<file path="src/rtl/srt_pkg.sv">
package srt_pkg;
  // register addresses
  localparam int unsigned ADR_STATUS = 9;
  localparam int unsigned ADR_HPER   = 10;
  localparam int unsigned ADR_H16    = 11;
  localparam int unsigned ADR_VLIN   = 12;
  localparam int unsigned ADR_V2LIN  = 13;
  localparam int unsigned ADR_FLIN   = 14;

  // status bit positions
  localparam int unsigned ST_HVAL  = 0;
  localparam int unsigned ST_VVAL  = 1;
  localparam int unsigned ST_DIG   = 2;
  localparam int unsigned ST_HPOL  = 3;
  localparam int unsigned ST_VPOL  = 4;
  localparam int unsigned ST_FVAL  = 5;
  localparam int unsigned ST_FPOL  = 6;

  // sync channel index
  typedef enum logic [1:0] {CH_H = 2'd0, CH_V = 2'd1, CH_F = 2'd2} sync_ch_e;
  localparam int unsigned NUM_CH = 3;
endpackage

</file>
<file path="src/rtl/srt_deglitch.sv">
// Two-flop synchroniser followed by a filter that accepts a new level
// only after it has been seen on two consecutive samples.
module srt_deglitch (
  input  logic clk,
  input  logic rst,
  input  logic din,
  output logic dout
);
  logic s1, s2, s2_q;

  always_ff @(posedge clk) begin
    if (rst) begin
      s1   <= 1'b0;
      s2   <= 1'b0;
      s2_q <= 1'b0;
      dout <= 1'b0;
    end else begin
      s1   <= din;
      s2   <= s1;
      s2_q <= s2;
      if (s2 == s2_q && s2 != dout)
        dout <= s2;
    end
  end
endmodule

</file>
<file path="src/rtl/srt_polarity.sv">
// Tracks the length of the high and low phases, takes the shorter one as
// the active pulse and emits a one-cycle strobe on its leading edge.
module srt_polarity #(
  parameter int RUNW = 20
) (
  input  logic clk,
  input  logic rst,
  input  logic lvl,
  output logic lead,
  output logic pol,
  output logic known
);
  logic            lvl_q;
  logic [RUNW-1:0] run, hi_len, lo_len;
  logic            hi_seen, lo_seen;
  logic            rise, fall;
  logic            pol_nx, known_nx, lead_nx;

  assign rise = lvl & ~lvl_q;
  assign fall = ~lvl & lvl_q;

  always_comb begin
    pol_nx   = pol;
    known_nx = known;
    if (rise) begin
      pol_nx   = (hi_len < run);
      known_nx = known | hi_seen;
    end else if (fall) begin
      pol_nx   = (run < lo_len);
      known_nx = known | lo_seen;
    end
    lead_nx = known_nx & ((rise & pol_nx) | (fall & ~pol_nx));
  end

  always_ff @(posedge clk) begin
    if (rst) begin
      lvl_q   <= 1'b0;
      run     <= '0;
      hi_len  <= '0;
      lo_len  <= '0;
      hi_seen <= 1'b0;
      lo_seen <= 1'b0;
      pol     <= 1'b0;
      known   <= 1'b0;
      lead    <= 1'b0;
    end else begin
      lvl_q <= lvl;
      if (rise | fall)
        run <= RUNW'(1);
      else if (run != '1)
        run <= run + 1'b1;
      if (rise) begin
        lo_len  <= run;
        lo_seen <= 1'b1;
      end
      if (fall) begin
        hi_len  <= run;
        hi_seen <= 1'b1;
      end
      pol   <= pol_nx;
      known <= known_nx;
      lead  <= lead_nx;
    end
  end
endmodule

</file>
<file path="src/rtl/srt_window_count.sv">
// Counts tick events across NPER marker periods, saturating, and loads
// the result register in one step at the closing marker.
module srt_window_count #(
  parameter int CW      = 16,
  parameter int NPER    = 1,
  parameter int TIMEOUT = 1000
) (
  input  logic          clk,
  input  logic          rst,
  input  logic          marker,
  input  logic          tick,
  output logic [CW-1:0] result,
  output logic          valid
);
  localparam int PW  = (NPER > 1) ? $clog2(NPER) : 1;
  localparam int TOW = $clog2(TIMEOUT + 1);

  logic [CW-1:0]  cnt, cnt_inc;
  logic [PW-1:0]  per;
  logic [TOW-1:0] idle;
  logic           started, last, expired;

  assign cnt_inc = (tick && cnt != '1) ? cnt + 1'b1 : cnt;
  assign last    = (per == PW'(NPER - 1));
  assign expired = (idle == TOW'(TIMEOUT));

  always_ff @(posedge clk) begin
    if (rst) begin
      cnt     <= '0;
      per     <= '0;
      idle    <= '0;
      started <= 1'b0;
      result  <= '0;
      valid   <= 1'b0;
    end else if (marker) begin
      idle <= '0;
      if (!started) begin
        started <= 1'b1;
        cnt     <= '0;
        per     <= '0;
      end else if (last) begin
        result <= cnt_inc;
        valid  <= 1'b1;
        cnt    <= '0;
        per    <= '0;
      end else begin
        cnt <= cnt_inc;
        per <= per + 1'b1;
      end
    end else if (expired) begin
      started <= 1'b0;
      valid   <= 1'b0;
      result  <= '0;
      cnt     <= '0;
      per     <= '0;
    end else begin
      idle <= idle + 1'b1;
      cnt  <= cnt_inc;
    end
  end
endmodule

</file>
<file path="src/rtl/srt_top.sv">
module srt_top #(
  parameter int HW          = 16,
  parameter int VW          = 12,
  parameter int RUNW        = 20,
  parameter int TIMEOUT_CYC = 6000000,
  parameter int AW          = 4,
  parameter int DW          = 32
) (
  input  logic          clk,
  input  logic          rst,
  input  logic          h_ref,
  input  logic          v_ref,
  input  logic          f_ref,
  input  logic [AW-1:0] rd_addr,
  output logic [DW-1:0] rd_data
);
  import srt_pkg::*;

  localparam int H16W = HW + 4;
  localparam int V2W  = VW + 1;
  localparam int FW   = VW + 4;

  logic [NUM_CH-1:0] raw, clean, lead, pol, known;
  assign raw = {f_ref, v_ref, h_ref};

  for (genvar gi = 0; gi < NUM_CH; gi++) begin : g_ch
    srt_deglitch u_flt (
      .clk (clk),
      .rst (rst),
      .din (raw[gi]),
      .dout(clean[gi])
    );
    srt_polarity #(.RUNW(RUNW)) u_pol (
      .clk  (clk),
      .rst  (rst),
      .lvl  (clean[gi]),
      .lead (lead[gi]),
      .pol  (pol[gi]),
      .known(known[gi])
    );
  end

  logic h_lead, v_lead, f_lead;
  assign h_lead = lead[CH_H];
  assign v_lead = lead[CH_V];
  assign f_lead = lead[CH_F];

  logic [HW-1:0]   m_hper;
  logic [H16W-1:0] m_h16;
  logic [VW-1:0]   m_vlin;
  logic [V2W-1:0]  m_v2lin;
  logic [FW-1:0]   m_flin;
  logic            ok_hper, ok_h16, ok_vlin, ok_v2lin, ok_flin;

  srt_window_count #(.CW(HW), .NPER(1), .TIMEOUT(TIMEOUT_CYC)) u_hper (
    .clk(clk), .rst(rst), .marker(h_lead), .tick(1'b1),
    .result(m_hper), .valid(ok_hper)
  );
  srt_window_count #(.CW(H16W), .NPER(16), .TIMEOUT(TIMEOUT_CYC)) u_h16 (
    .clk(clk), .rst(rst), .marker(h_lead), .tick(1'b1),
    .result(m_h16), .valid(ok_h16)
  );
  srt_window_count #(.CW(VW), .NPER(1), .TIMEOUT(TIMEOUT_CYC)) u_vlin (
    .clk(clk), .rst(rst), .marker(v_lead), .tick(h_lead),
    .result(m_vlin), .valid(ok_vlin)
  );
  srt_window_count #(.CW(V2W), .NPER(2), .TIMEOUT(TIMEOUT_CYC)) u_v2lin (
    .clk(clk), .rst(rst), .marker(v_lead), .tick(h_lead),
    .result(m_v2lin), .valid(ok_v2lin)
  );
  srt_window_count #(.CW(FW), .NPER(1), .TIMEOUT(TIMEOUT_CYC)) u_flin (
    .clk(clk), .rst(rst), .marker(f_lead), .tick(h_lead),
    .result(m_flin), .valid(ok_flin)
  );

  logic [DW-1:0] status;
  always_comb begin
    status          = '0;
    status[ST_HVAL] = ok_hper;
    status[ST_VVAL] = ok_vlin;
    status[ST_DIG]  = 1'b1;
    status[ST_HPOL] = pol[CH_H];
    status[ST_VPOL] = pol[CH_V];
    status[ST_FVAL] = ok_flin;
    status[ST_FPOL] = pol[CH_F];
  end

  always_ff @(posedge clk) begin
    if (rst) begin
      rd_data <= '0;
    end else begin
      case (rd_addr)
        AW'(ADR_STATUS): rd_data <= status;
        AW'(ADR_HPER):   rd_data <= DW'(m_hper);
        AW'(ADR_H16):    rd_data <= DW'(m_h16);
        AW'(ADR_VLIN):   rd_data <= DW'(m_vlin);
        AW'(ADR_V2LIN):  rd_data <= DW'(m_v2lin);
        AW'(ADR_FLIN):   rd_data <= DW'(m_flin);
        default:         rd_data <= '0;
      endcase
    end
  end
endmodule

</file>
<file path="config.mk">
export PLATFORM = sky130hd
export DESIGN_NAME = srt_top
export DESIGN_NICKNAME = d
export VERILOG_FILES = /design/src/rtl/srt_pkg.sv /design/src/rtl/srt_deglitch.sv /design/src/rtl/srt_polarity.sv /design/src/rtl/srt_window_count.sv /design/src/rtl/srt_top.sv
export SDC_FILE = /design/constraint.sdc
export NUM_CORES = 1
export LEC_CHECK = 0
export ABC_CLOCK_PERIOD_IN_PS = 4900
export BUFFER_PORTS_ARGS = -buffer_cell sky130_fd_sc_hd__buf_4
export CAP_MARGIN = 10
export CORE_UTILIZATION = 40
export DETAILED_ROUTE_END_ITERATION = 6
export GPL_ROUTABILITY_DRIVEN = 0
export PLACE_DENSITY_LB_ADDON = 0.05
export SYNTH_ARGS = -nofsm -noshare
export SYNTH_HDL_FRONTEND = slang
export SYNTH_SLANG_ARGS = --single-unit
</file>
<file path="constraint.sdc">
create_clock -name clk -period 4.9 [get_ports clk]
set_input_delay 0.49 -clock clk [delete_from_list [all_inputs] [get_ports clk]]
set_output_delay 0.49 -clock clk [all_outputs]
set_load 0.01 [all_outputs]
</file>
==> metrics.md <==
| Metric | Value |
|---|---|
| H-tree depth | 2 |
| Max incr delay on CP | 0.53 ns |
| Minimum clock period | 2.56 ns |
| Crit end category | flip-flop |
| Synth Warn # | 0 |
| Post-CTS setup buffers | 0 |
| Clock Latency Late Sink | 0.62 ns |
| Fill count | 5702 |
| Final WS setup | 2.34 ns |
| Total grt overflow | 0 |
| Crit Path Class | reg -> reg |
| Max IR drop VDD | 0.270 mV |
| Multi-input logic area | 12100 sq um |
| DRC viols | 0 |
| Synthesized area | 23300 sq um |
| Vias | 17700 |
| Area Growth Syn to Fin | 12.7% |
| Worst Hold Margin | 0.102 ns |
| Die height | 244 microns |
| P_leak | 9.33 nW |
| Sequential area share after synthesis | 43.9% |
| Area of the die | 59300 sq um |
| Cell Chain, Critical Path | ha_1 > nand4_1 > nor2_1 > nand3_1 > nand4_1 > xnor2_1 > nor2_1 |
| DR vias/cell | 5.09 |
| CTS Hold Bufs | 0 |
| Final Setup Violations | 0 |
| Drt pass-1 iters | 6 |
| CTS resizes | 0 |
| Placed cells | 3383 |
| Signal arrival time at the worst endpoint | 3.00 ns |
| Number of diodes | 0 |
| Initial antenna violation count | 0 |
| Status | complete, no violations |
| Max-slew violation count | 0 |
| Fmax achieved | 391 MHz |
| Crit share post-route | 52.2% |
| EDFF count, synth | 0 |
| Layout Nets | 2825 |
| First-pass GRT wire length | 88200 microns |
| Worst slew margin | 22.3% |
| GRT Total Usage | 17.8% |
| Initial Util | 40.5% |
| # IOs | 41 |
| Worst-margin pin slew | 1.16 ns |
| RSZ-0062 raised after global routing | false |
| Commonest non-fill, non-tap cells in the layout | dfxtp_1 (512), nor2_1 (445), nand2_1 (219) |
| Number of CTS-inserted buffers | 57 |
| Mapped Avg Cell Area | 8.73 sq um |
| Core area | 57700 sq um |
| Setup TNS Final | 0 ns |
| Distinct cell type count after synthesis | 76 |
| TritonCTS clock tree | built |
| CP startpoint kind | flip-flop |
| WL/cell | 15.1 microns |
| Largest net degree at the start of global routing | 68 |
| Hold crit path type | in -> reg |
| Die X | 244 microns |
| Async SR Flop Fraction | 0% |
| Critical path's slowest cell | nand3_1 |
| Main synth FF type | dfxtp_1 |
| CTS root buffer | clkbuf_16 |
| Initial drt markers | 864 |
| Critical path peak fanout | 13 |
| Clock transition at path regs | 0.06 ns |
| Synthesized netlist cell count | 2674 |
| Critical path data required time | 5.34 ns |
| Max-cap viol count | 0 |
| Setup slack at placement | 2.25 ns |
| Synth Register Bits | 512 |
| Reg area | 10200 sq um |
| Final Hold Violating Endpoints | 0 |
| Number of port buffers | 28 |
| Worst clock skew | 0.0310 ns |
| # rows | 88 |
| Power Density | 352 nW/um^2 |
| Vias in the first global route | 17400 |
| Share of cells above drive strength 1 | 6.43% |
| Fin cells | 3488 |
| Pwr Total | 0.00925 W |
| CTS Buffer Depth | 3 |
| Antenna Nets Post-Route | 0 |
| DPL Wire Length | 36500 microns |
| Clock Sinks | 512 |
| Commonest non-fill, non-tap cell in the layout | dfxtp_1 |
| Final WL | 52700 microns |
-- flip-flops by register name (all words and copies together) (netlist names), 23 cells and up --
signal	flops
u_h16.idle	23
g_ch.u_pol.lo_len	60
u_v2lin.idle	23
u_flin.idle	23
g_ch.u_pol.run	60
u_vlin.idle	23
g_ch.u_pol.hi_len	60
u_hper.idle	23
-- where the power goes --
group | leakage (nW) | internal [W] | switching [W] | total, W
combinational | 4.13 | 0.0000623 | 0.000142 | 0.000205
clock | 1.07 | 0.00302 | 0.00180 | 0.00483
sequential | 4.13 | 0.00419 | 0.0000322 | 0.00422
total | 9.33 | 0.00727 | 0.00198 | 0.00925
-- cells by family after synthesis --
family	Yosys count	synth area share (%)
compound gates	360	9.38
xor+xnor	189	7.09
fa+ha+maj	139	7.45
buf+inv	261	4.55
flops	512	43.9
mux	139	5.97
other cells	1	0.0161
simple gates	1073	21.6
-- per-stage QoR --
| stage | instance area (sq um) | utilization, % |
|---|---|---|
| after floorplan | 23400 | - |
| after detailed placement | 24200 | 41.9 |
| after CTS | 26300 | 45.6 |
| after global placement | 24200 | 41.9 |
| final | 26300 | 45.6 |
| after global routing | 26300 | 45.6 |
-- per-layer routing --
metal	GRT usage [%]	wire length (microns)
met5	0	0
met4	5.44	1120
met3	2.60	1560
met2	29.6	24300
met1	23.9	25700
-- worst paths after layout --
path / startpoint / endpoint / slack (ns) / cells after the start
worst min register to register: g_ch[1].u_flt.s1 / g_ch[1].u_flt.s2 / 0.44 / 1
worst max-delay path: g_ch[0].u_pol.run[1] / g_ch[0].u_pol.run[7] / 2.34 / 7
worst min-delay path: f_ref / g_ch[2].u_flt.s1 / 0.10 / 2
worst max register to register: g_ch[0].u_pol.run[1] / g_ch[0].u_pol.run[7] / 2.34 / 7
-- Yosys cell counts (all sizes together) (20+ instances only) --
cell      n  area (sq um)
o21ai   123           616
a22oi    32           240
ha      139          1740
xnor2   100           876
dfxtp   512         10200
and4     23           201
a21oi   100           500
a31oi    20           125
nand4    63           407
inv     152           571
buf      40           231
mux2i   137          1370
clkbuf   69           260
nand2   219           822
or3      32           205
nor3     56           285
nor4     25           190
nand3    98           490
xor2     89           780
and3     25           156
nor2    446          1680
-- cell type report --
cell class	count	share of cell area [%]
Inverter	152	2.17
Tap cell	765	3.64
Multi-Input combinational cell	1912	45.9
Timing Repair Buffer	42	1.21
Clock inverter	38	2.14
Clock buffer	67	5.99
Sequential cell	512	39.0
-- critical path: cells and delay by family (launching register included) --
kind | cells | cell delay [ns]
xor gates and xnor gates | 1 | 0.14
adders and majority gates | 1 | 0.24
DFF | 1 | 0.45
and+or+nand+nor | 5 | 1.58
No activity file was read; power rests on OpenSTA's default activity.
